### src/rtl/frame_link_pkg.sv
package frame_link_pkg;
    typedef enum logic [1:0] {
        ST_IDLE  = 2'd0,
        ST_WRITE = 2'd1,
        ST_READ  = 2'd2
    } fl_state_e;

    localparam logic [2:0] MARK_TAG = 3'b011;
endpackage

### src/rtl/frame_ref_resolve.sv
module frame_ref_resolve #(
    parameter int AW = 8
) (
    input  logic [AW-1:0] fp,
    input  logic [AW-1:0] ofs,
    output logic [AW-1:0] addr
);
    always_comb begin
        addr = fp + ofs;
    end
endmodule

### src/rtl/frame_cmd_arb.sv
module frame_cmd_arb #(
    parameter int AW = 8,
    parameter int BASE_ADDR = 16
) (
    input  logic          enter_req,
    input  logic          exit_req,
    input  logic          push_req,
    input  logic          busy,
    input  logic [AW-1:0] fp,
    output logic          go_enter,
    output logic          go_exit,
    output logic          go_push,
    output logic          go_err
);
    localparam logic [AW-1:0] BASE = AW'(BASE_ADDR);

    logic idle;
    logic at_base;

    always_comb begin
        idle     = !busy;
        at_base  = (fp == BASE);
        go_enter = idle && enter_req;
        go_exit  = idle && !enter_req && exit_req && !at_base;
        go_err   = idle && !enter_req && exit_req && at_base;
        go_push  = idle && !enter_req && !exit_req && push_req;
    end

    always_comb begin
        assert ($countones({go_enter, go_exit, go_push, go_err}) <= 1)
            else $error("AST_ONE_GRANT");
    end
endmodule

### src/rtl/frame_link_ctrl.sv
module frame_link_ctrl
    import frame_link_pkg::*;
#(
    parameter int AW = 8,
    parameter int DW = 16,
    parameter int BASE_ADDR = 16
) (
    input  logic          clk,
    input  logic          rst_n,
    input  logic          enter_req,
    input  logic          exit_req,
    input  logic          push_req,
    input  logic [AW-1:0] ref_offset,
    output logic [AW-1:0] ref_addr,
    output logic          mem_we,
    output logic          mem_re,
    output logic [AW-1:0] mem_addr,
    output logic [DW-1:0] mem_wdata,
    input  logic [DW-1:0] mem_rdata,
    output logic [AW-1:0] sp,
    output logic [AW-1:0] fp,
    output logic          busy,
    output logic          err
);
    localparam int PAD = DW - AW - 3;
    localparam logic [AW-1:0] BASE = AW'(BASE_ADDR);
    localparam logic [AW-1:0] ONE  = AW'(1);

    typedef struct packed {
        fl_state_e     state;
        logic [AW-1:0] sp;
        logic [AW-1:0] fp;
        logic [AW-1:0] addr;
        logic [DW-1:0] wdata;
        logic          err;
    } regs_t;

    regs_t r_q, r_d;
    logic go_enter, go_exit, go_push, go_err;
    logic [AW-1:0] nsp_d;
    logic [AW-1:0] disp_d;

    frame_cmd_arb #(.AW(AW), .BASE_ADDR(BASE_ADDR)) u_arb (
        .enter_req (enter_req),
        .exit_req  (exit_req),
        .push_req  (push_req),
        .busy      (busy),
        .fp        (r_q.fp),
        .go_enter  (go_enter),
        .go_exit   (go_exit),
        .go_push   (go_push),
        .go_err    (go_err)
    );

    frame_ref_resolve #(.AW(AW)) u_ref (
        .fp   (r_q.fp),
        .ofs  (ref_offset),
        .addr (ref_addr)
    );

    always_comb begin
        r_d     = r_q;
        r_d.err = 1'b0;
        nsp_d   = r_q.sp + ONE;
        disp_d  = nsp_d - r_q.fp;
        case (r_q.state)
            ST_IDLE: begin
                if (go_enter) begin
                    r_d.state = ST_WRITE;
                    r_d.sp    = nsp_d;
                    r_d.fp    = nsp_d;
                    r_d.addr  = nsp_d;
                    r_d.wdata = {MARK_TAG, {PAD{1'b0}}, disp_d};
                end else if (go_exit) begin
                    r_d.state = ST_READ;
                    r_d.addr  = r_q.fp;
                end else if (go_push) begin
                    r_d.sp    = nsp_d;
                end else if (go_err) begin
                    r_d.err   = 1'b1;
                end
            end
            ST_WRITE: r_d.state = ST_IDLE;
            ST_READ: begin
                r_d.state = ST_IDLE;
                r_d.sp    = r_q.fp - ONE;
                r_d.fp    = r_q.fp - mem_rdata[AW-1:0];
            end
            default: r_d.state = ST_IDLE;
        endcase
    end

    always_ff @(posedge clk) begin
        if (!rst_n) begin
            r_q.state <= ST_IDLE;
            r_q.sp    <= BASE;
            r_q.fp    <= BASE;
            r_q.addr  <= BASE;
            r_q.wdata <= '0;
            r_q.err   <= 1'b0;
        end else begin
            r_q <= r_d;
        end
    end

    assign mem_we    = (r_q.state == ST_WRITE);
    assign mem_re    = (r_q.state == ST_READ);
    assign busy      = (r_q.state != ST_IDLE);
    assign mem_addr  = r_q.addr;
    assign mem_wdata = r_q.wdata;
    assign sp        = r_q.sp;
    assign fp        = r_q.fp;
    assign err       = r_q.err;

    AST_BUSY_SINGLE: assert property (@(posedge clk) disable iff (!rst_n)
        busy |=> !busy) else $error("AST_BUSY_SINGLE");
    AST_NO_WE_RE: assert property (@(posedge clk) disable iff (!rst_n)
        !(mem_we && mem_re)) else $error("AST_NO_WE_RE");
    AST_CALL_HEAD: assert property (@(posedge clk) disable iff (!rst_n)
        mem_we |-> (fp == sp && mem_addr == fp)) else $error("AST_CALL_HEAD");
    AST_RET_SP: assert property (@(posedge clk) disable iff (!rst_n)
        mem_re |=> (sp == $past(fp) - ONE)) else $error("AST_RET_SP");
    AST_RET_MARK: assert property (@(posedge clk) disable iff (!rst_n)
        mem_re |-> (mem_rdata[DW-1:AW] == {MARK_TAG, {PAD{1'b0}}})) else $error("AST_RET_MARK");
    AST_ERR_HOLD: assert property (@(posedge clk) disable iff (!rst_n)
        err |-> (sp == $past(sp) && fp == $past(fp) && !busy)) else $error("AST_ERR_HOLD");
    AST_FP_BELOW_SP: assert property (@(posedge clk) disable iff (!rst_n)
        fp <= sp) else $error("AST_FP_BELOW_SP");
endmodule

### config.mk
export PLATFORM = sky130hd
export DESIGN_NAME = frame_link_ctrl
export DESIGN_NICKNAME = d
export VERILOG_FILES = /design/src/rtl/frame_link_pkg.sv /design/src/rtl/frame_ref_resolve.sv /design/src/rtl/frame_cmd_arb.sv /design/src/rtl/frame_link_ctrl.sv
export SDC_FILE = /design/constraint.sdc
export NUM_CORES = 1
export LEC_CHECK = 0
export ABC_CLOCK_PERIOD_IN_PS = 6700
export BUFFER_PORTS_ARGS = -buffer_cell sky130_fd_sc_hd__buf_4
export CAP_MARGIN = 20
export CORE_MARGIN = 3
export CORE_UTILIZATION = 38
export CTS_CLUSTER_DIAMETER = 100
export DETAILED_ROUTE_END_ITERATION = 10
export PLACE_DENSITY_LB_ADDON = 0.12
export SLEW_MARGIN = 20
export SYNTH_ARGS = -nofsm -noshare
export SYNTH_HDL_FRONTEND = slang
export SYNTH_HIERARCHICAL = 1
export SYNTH_SLANG_ARGS = --single-unit
### constraint.sdc
create_clock -name clk -period 6.7 [get_ports clk]
set_input_delay 0.335 -clock clk [delete_from_list [all_inputs] [get_ports clk]]
set_output_delay 0.335 -clock clk [all_outputs]
set_load 0.01 [all_outputs]
Word-level counts from Yosys, hierarchy flattened. Index checks and enable logic that the tools add are counted.

Add/subtract/negate cells: 5. Eq/ne operators: 6. Muxes and demuxes: 9. Bitwise gates (word level): 2. Reduce and logical (&&, ||, !) cells: 22.

Operators by type and width (count): two-way mux 8 bit (5); one-hot mux 16 bit (2 select lines) (1); subtractor 8 bit (2); two-way mux 9 bit (1); adder 8 x 1 -> 8 bit, second input constant (1); adder 8 bit (1); == test 8 x 5 -> 1 bit, second input constant (1); AND reduction 2 bit (4); subtractor 8 x 1 -> 8 bit, second input constant (1); logical AND 1 bit (7); inequality test 3 bit, second input constant (2); nonzero test 2 bit (3); OR reduction 5 bit (1); logical NOT 1 bit (4); AND reduction 3 bit (1); OR reduction 3 bit (1); == test 2 x 1 -> 1 bit, second input constant (1); == test 2 bit, second input constant (1); logical NOT 2 bit (1); two-way mux 1 bit (2); inequality test 2 bit, second input constant (1); inverter 1 bit (2).

Register bits after elaboration: 36. Output and inout port bits: 52. Word-level logic and storage cells: 51.

Depth between registers and ports, before layout. Gate-level depths: netlist of the first run.

Depth after elaboration: 9. Gate-level depth with buffers: 10. Depth with buffers taken out: 10.

Cells and area by module. The synthesis of the first run kept the hierarchy.

Modules (own cells, without submodules): frame_link_ctrl (times used 1, cells each 335, area each 2673.8 um2, sequential area each 720.7 um2); frame_ref_resolve (times used 1, cells each 41, area each 310.3 um2, sequential area each 0.0 um2); frame_cmd_arb (times used 1, cells each 7, area each 68.8 um2, sequential area each 0.0 um2).

Least setup slack after synthesis of the first run. OpenSTA, ideal clock, no wires.

Path kind: flip-flop to flip-flop. Start point: register, netlist name sp[0]. End point: register r_q (netlist bit mem_wdata[6]). Arrival: 2193 ps. Required time: 6578 ps. Setup slack: 4385 ps. Cell stages (with the launch flop): 10. Buffers on the path: 0. Clock period less this slack: 2315 ps. Cell sequence: dfxtp_1 ha_1 xnor2_1 inv_1 ha_1 a21o_1 a21oi_1 o21ai_1 mux2i_1 a311o_1.

Longest elaborated chain between the ends: 2.

RTL lines: adder 8 x 1 -> 8 bit (line frame_link_ctrl.sv:64) `nsp_d = r_q.sp + ONE;`; subtractor 8 bit (line frame_link_ctrl.sv:65) `disp_d = nsp_d - r_q.fp;`; end signal: assignment (line frame_link_ctrl.sv:102) `r_q <= r_d;`; end: declaration (line frame_link_ctrl.sv:38) `regs_t r_q, r_d;`.

No other way between the ends. A chain may end at the register's enable or synchronous reset.

Final worst setup path of the first run.
Start point: register, netlist name sp[0]. End point: register r_q (netlist bit mem_wdata[6]).

Longest elaborated chain between the ends: 2.

RTL lines (line): adder 8 x 1 -> 8 bit (frame_link_ctrl.sv:64); subtractor 8 bit (frame_link_ctrl.sv:65).

No other way between the ends.

==> flow_summary.yaml, run 1 <==
logic_synthesis:
  yosys.area_share.xor_xnor: 0.0631
  synthArstFlopShare: 0
  ys_ff_latch: 36
  synthTopCellsByArea: "dfxtp_1 (24%), buf_4 (11%), ha_1 (9.4%)"
  synthAdderAreaFrac: 0.114
  synth_largest_area_cell: "dfxtp_1"
  yosysTopAreaCellShare: 0.236
  muxShareOfSynthArea: 0.0230
  synthCells: 383
  synth_cell_types: 59
  yosys.area_share.simple: 0.199
  ys_top_cells_by_count: "buf_4 (44), dfxtp_1 (36), a21oi_1 (33)"
  synth_most_common_cell: "buf_4"
  synth_compound_area_frac: 0.209
  synthesis.area_sq_um: 3050
  synth_warnings: 6
  synth.avg_cell_area_sq_um: 7.97
  ys_seq_area_frac: 0.236
  synth_top_family_by_area: "compound AO/OA/AOI/OAI gates"
  synthFlopType: "dfxtp_1"
  synth_edf_count: 0
finish:
  drive_gt1_frac: 0.209
  stdcell_count: 514
  antenna_cells: 0
  final_net_count: 466
  area_delta_synth_final_pct: 12.5
  design_area_sq_um: 3430
drt:
  post_drt_wl_per_cell_microns: 14.7
  antenna_left: 0
  drt_iter0_drc: 105
  via_per_inst: 5.18
  vias: 2663
  routed_wl_mm: 7.55
  drt_pass1_iterations: 4
  drc: 0
floorplanning:
  die_h_microns: 95.6
  die_w_microns: 95.6
  start_util: 0.393
  core_area_sq_um: 7770
  dieArea_sq_um: 9150
  std_cell_rows: 32
  io-pin-count: 81
timing:
  setup-tns-final_ps: 0
  hold_viol: 0
  fin_skew_ps: 9.07
  finalSetupViolCount: 0
  max_slew_margin: 0.294
  timing.final.ws_setup_ps: 3950
  rsz0062_at_grt: "no"
  timing.fmax_mhz: 364
  finalWorstPathRequiredPeriod_ps: 2750
  slew_violations: 0
  finalCritPeriodShare: 0.410
  tightest_slew_ps: 1050
clock_tree:
  htree_num_levels: 2
  clkLatencyLatePin_ps: 290
  postCtsSetupRepairBufs: 0
  clock_path_buffers: 2
  cts_resized: 0
  cts_buffers: 5
  cts_tree: "built"
  clk_pin_slew_worst_paths_ps: 80
  hold_buffers: 0
  cts_sinks: 36
  clockRootBuffer: "clkbuf_8"
outcome:
  status: "finished clean"
global_routing:
  grt_pass1_vias: 2475
  grt_start_max_net_pins: 28
  grt_use_total: 0.170
  grt_pass1_wl_mm: 12.2
  antenna_found_initial: 0
  overflow: 0
place:
  dpl_worst_slack_ps: 3990
  dpl.cell_count: 506
  globalplace.congestion: 0.869
  dpl.hpwl_mm: 5.74
  portBuffers: 66
  dpl_cell_area_sq_um: 3340
power_and_ir_drop:
  power_density_nw_per_um2: 223
  vdd_drop_max_v: 0.0000879
  cellLeakagePower_nw: 1.51
worst_setup_path:
  cp_data_required_time_ps: 6890
  endpoint_kind: "flop"
  crit_path_start_kind: "flop"
  critPathArrivalTime_ps: 2930
  critical_path_class: "reg -> reg"
  path_max_fanout: 10
job:
  maxCapViolCount: 0
min_path:
  holdCritPathClass: "in -> reg"
[metal layers]
layer / GRT usage / part of all wire / up-vias / routed length, microns
met5: 0 / 0 / - / 0
met4: 0.0462 / 0.014 / 0 / 109
met3: 0.0221 / 0.034 / 9 / 259
met2: 0.281 / 0.46 / 54 / 3490
met1: 0.232 / 0.49 / 1232 / 3690
li1: - / - / 1368 / -
[kinds of logic (layout without fill, tap and decap cells)]
group | Yosys count | count (layout)
fa+ha+maj | 26 | 26
mux | 7 | 7
compound gates | 101 | 101
flops | 36 | 36
simple gates | 110 | 110
xor+xnor | 22 | 22
other cells | 1 | 6
buf+inv | 80 | 104
[cell type report]
type / instances / area (sq um)
multi-input cells: 272 / 1880
fillers: 825 / 4330
inverters: 29 / 111
clock buffers: 7 / 86.3
clock inverters: 1 / 7.51
flip-flops and latches: 36 / 721
well taps: 102 / 128
repair buffers: 67 / 503
[worst paths after layout]
check	start	end	slack [ps]	cells after the start
worst min register to register	mem_addr[5]	mem_addr[5]	450	2
worst min-delay path	rst_n	mem_addr[4]	330	2
worst max register to register	sp[0]	mem_wdata[6]	3950	9
worst max-delay path	sp[0]	mem_wdata[6]	3950	9
[flip-flops by register name, summed over array words and instances (netlist names)]
signal	count
err	1
fp	8
mem_addr	8
mem_wdata	9
r_q	2
sp	8
[layout by cell type (no fill, tap or decap), drive strengths merged, types with 2 or more instances in the layout]
cell / n
buf: 67
dfxtp: 36
a21oi: 33
inv: 29
nand2: 28
nor2: 28
o21ai: 24
ha: 23
xnor2: 16
nand3: 12
a211oi: 10
nor3: 9
nor2b: 8
mux2i: 7
clkbuf: 7
xor2: 6
conb: 6
a21o: 5
o211ai: 5
or4: 5
o21a: 4
or3: 3
nand3b: 3
fa: 3
nor4: 3
and4: 2
o31ai: 2
o21bai: 2
a22oi: 2
o2111ai: 2
or3b: 2
a221oi: 2
o21ba: 2
nand4: 2
[through the flow]
stage	utilization	total power, mW	hold slack, ps
2_1_floorplan	-	0.523	432
3_3_place_gp	0.430	0.602	442
3_5_place_dp	0.430	0.605	445
4_1_cts	0.442	0.773	318
5_1_grt	0.442	0.825	347
6_report	0.442	0.764	329
[where the power goes]
group          leakage [nW]  switching (mW)  total, mW  internal, mW
clock                0.0445          0.0818      0.166        0.0837
sequential            0.295          0.0325      0.269         0.236
combinational          1.17           0.172      0.330         0.158
total                  1.51           0.287      0.764         0.478
[worst max-delay path, cell delays in order (launching register included)]
cell,delay (ps)
dfxtp_1,630
ha_1,340
xnor2_1,220
inv_1,110
ha_1,350
a21o_1,200
a21oi_1,210
o21ai_1,130
mux2i_1,130
a311o_1,310
Note: power is estimated with default switching activity, not from simulation.
==> run 2, diff against run 1 <==
- ABC_CLOCK_PERIOD_IN_PS: 6700 -> 2500
- clock period: 6.7 -> 2.5 ns (I/O delays scaled with it)
==> flow_summary.yaml, run 2 (same netlist as run 1, synthesis figures left out) <==
clock_tree:
  clk_pin_slew_worst_paths_ps: 90
  clock_path_buffers: 2
  cts_buffers: 5
  clkLatencyLatePin_ps: 300
  htree_num_levels: 2
  cts_sinks: 36
  clockRootBuffer: "clkbuf_8"
  cts_tree: "built"
floorplanning:
  die_h_microns: 95.6
  die_w_microns: 95.6
  io-pin-count: 81
  start_util: 0.393
  core_area_sq_um: 7770
  std_cell_rows: 32
  dieArea_sq_um: 9150
power_and_ir_drop:
  vdd_drop_max_v: 0.000201
  p_total_mw: 2.12
  cellLeakagePower_nw: 1.61
  power_density_nw_per_um2: 594
worst_setup_path:
  crit_chain: "buf_4 > ha_1 > inv_1 > fa_2 > nor2b_4 > o31a_1 > or4_1 > nand3_1 > buf_4"
  endpoint_kind: "output port"
  critPathArrivalTime_ps: 2250
  cp_num_buf_inv: 3
  cp_top_family: "simple AND/OR/NAND/NOR gates"
  crit_top_cell: "buf_4"
  path_max_fanout: 3
  r2r_start: "sp[0]"
  startpoint: "fp[0]"
  r2r_slack_ps: 180
  crit_path_start_kind: "flop"
  critical_path_class: "reg -> out"
  slowest_stage: "or4_1"
  r2r_cells: 10
  cp_data_required_time_ps: 2380
  r2r-end: "mem_wdata[7]"
  slowest_delay_ps: 400
place:
  globalplace.congestion: 0.848
  dpl.hpwl_mm: 6.16
  portBuffers: 66
  dpl_cell_area_sq_um: 3460
finish:
  area_delta_synth_final_pct: 17.1
  design_area_sq_um: 3580
  antenna_cells: 0
  fillers: 823
  mostFrequentLayoutCell: "buf_4"
  largest_reg_flops: 9
  final_net_count: 484
  drive_gt1_frac: 0.249
  layout_common_cells: "buf_4 (85), dfxtp_1 (34), a21oi_1 (33), nand2_1 (28), nor2_1 (28)"
drt:
  routed_wl_mm: 8.05
  drt_pass1_iterations: 4
  drt_iter0_drc: 111
  drc: 0
  via_per_inst: 5.16
  antenna_left: 0
  vias: 2744
  post_drt_wl_per_cell_microns: 15.1
global_routing:
  grt_pass1_wl_mm: 13.1
  grt_use_total: 0.182
  grt_start_max_net_pins: 20
  antenna_found_initial: 0
  overflow: 0
  grt_pass1_vias: 2626
timing:
  setup-tns-final_ps: 0
  fin_skew_ps: 12.3
  slew_violations: 0
  tightest_slew_ps: 724
  hold_viol: 0
  hold_slack_ps: 119
  finalSetupViolCount: 0
  finalCritPeriodShare: 0.951
  timing.fmax_mhz: 420
  rsz0062_at_grt: "no"
  finalWorstPathRequiredPeriod_ps: 2380
  max_slew_margin: 0.516
min_path:
  holdPathStages: 2
  holdCritPathClass: "in -> reg"
  hold_path_end: "mem_addr[4]"
  min_from: "rst_n"
outcome:
  status: "finished clean"
job:
  maxCapViolCount: 0
[run 2: power by group]
part	internal, mW	switching [mW]
Sequential	0.634	0.0507
Combinational	0.461	0.514
Clock	0.225	0.239
[run 2: how the worst max path moves through the flow]
stage	to	slack, ps	cells past startpoint
floorplan	mem_wdata[6]	180	9
global placement	mem_wdata[6]	190	9
detailed placement	mem_wdata[7]	210	10
CTS	ref_addr[6]	40	9
global route	ref_addr[6]	20	9
finish	ref_addr[6]	120	9
[run 2: final cells by class]
type                            count  area [sq um]  share of cell area
Clock buffer                        7          86.3              0.0241
Clock inverter                      1          7.51             0.00210
Inverter                           29           111              0.0311
Multi-Input combinational cell    272          1880               0.526
Sequential cell                    36           726               0.203
Tap cell                          102           128              0.0357
Timing Repair Buffer               85           638               0.178
[run 2: stage by stage]
stage          setup slack, ps  instances   util
2_1_floorplan              185        388      -
3_3_place_gp               191        522  0.445
3_5_place_dp               206        522  0.445
4_1_cts                   35.2        530  0.458
5_1_grt                   15.8        532  0.460
6_report                   121        532  0.460
[run 2: repair_timing]
action                                  in CTS  in global routing
resized for setup                            2                  2
hold buffers                                 0                  0
pin swaps                                    0                  1
setup buffers                                0                  2
endpoints found under the setup margin       1                  1
[run 2: layer usage]
layer	up-vias	share of wire	global-route usage
met4	0	0.014	0.0498
li1	1413	-	-
met2	64	0.47	0.309
met1	1258	0.48	0.243
met5	-	0	0
met3	9	0.034	0.0221
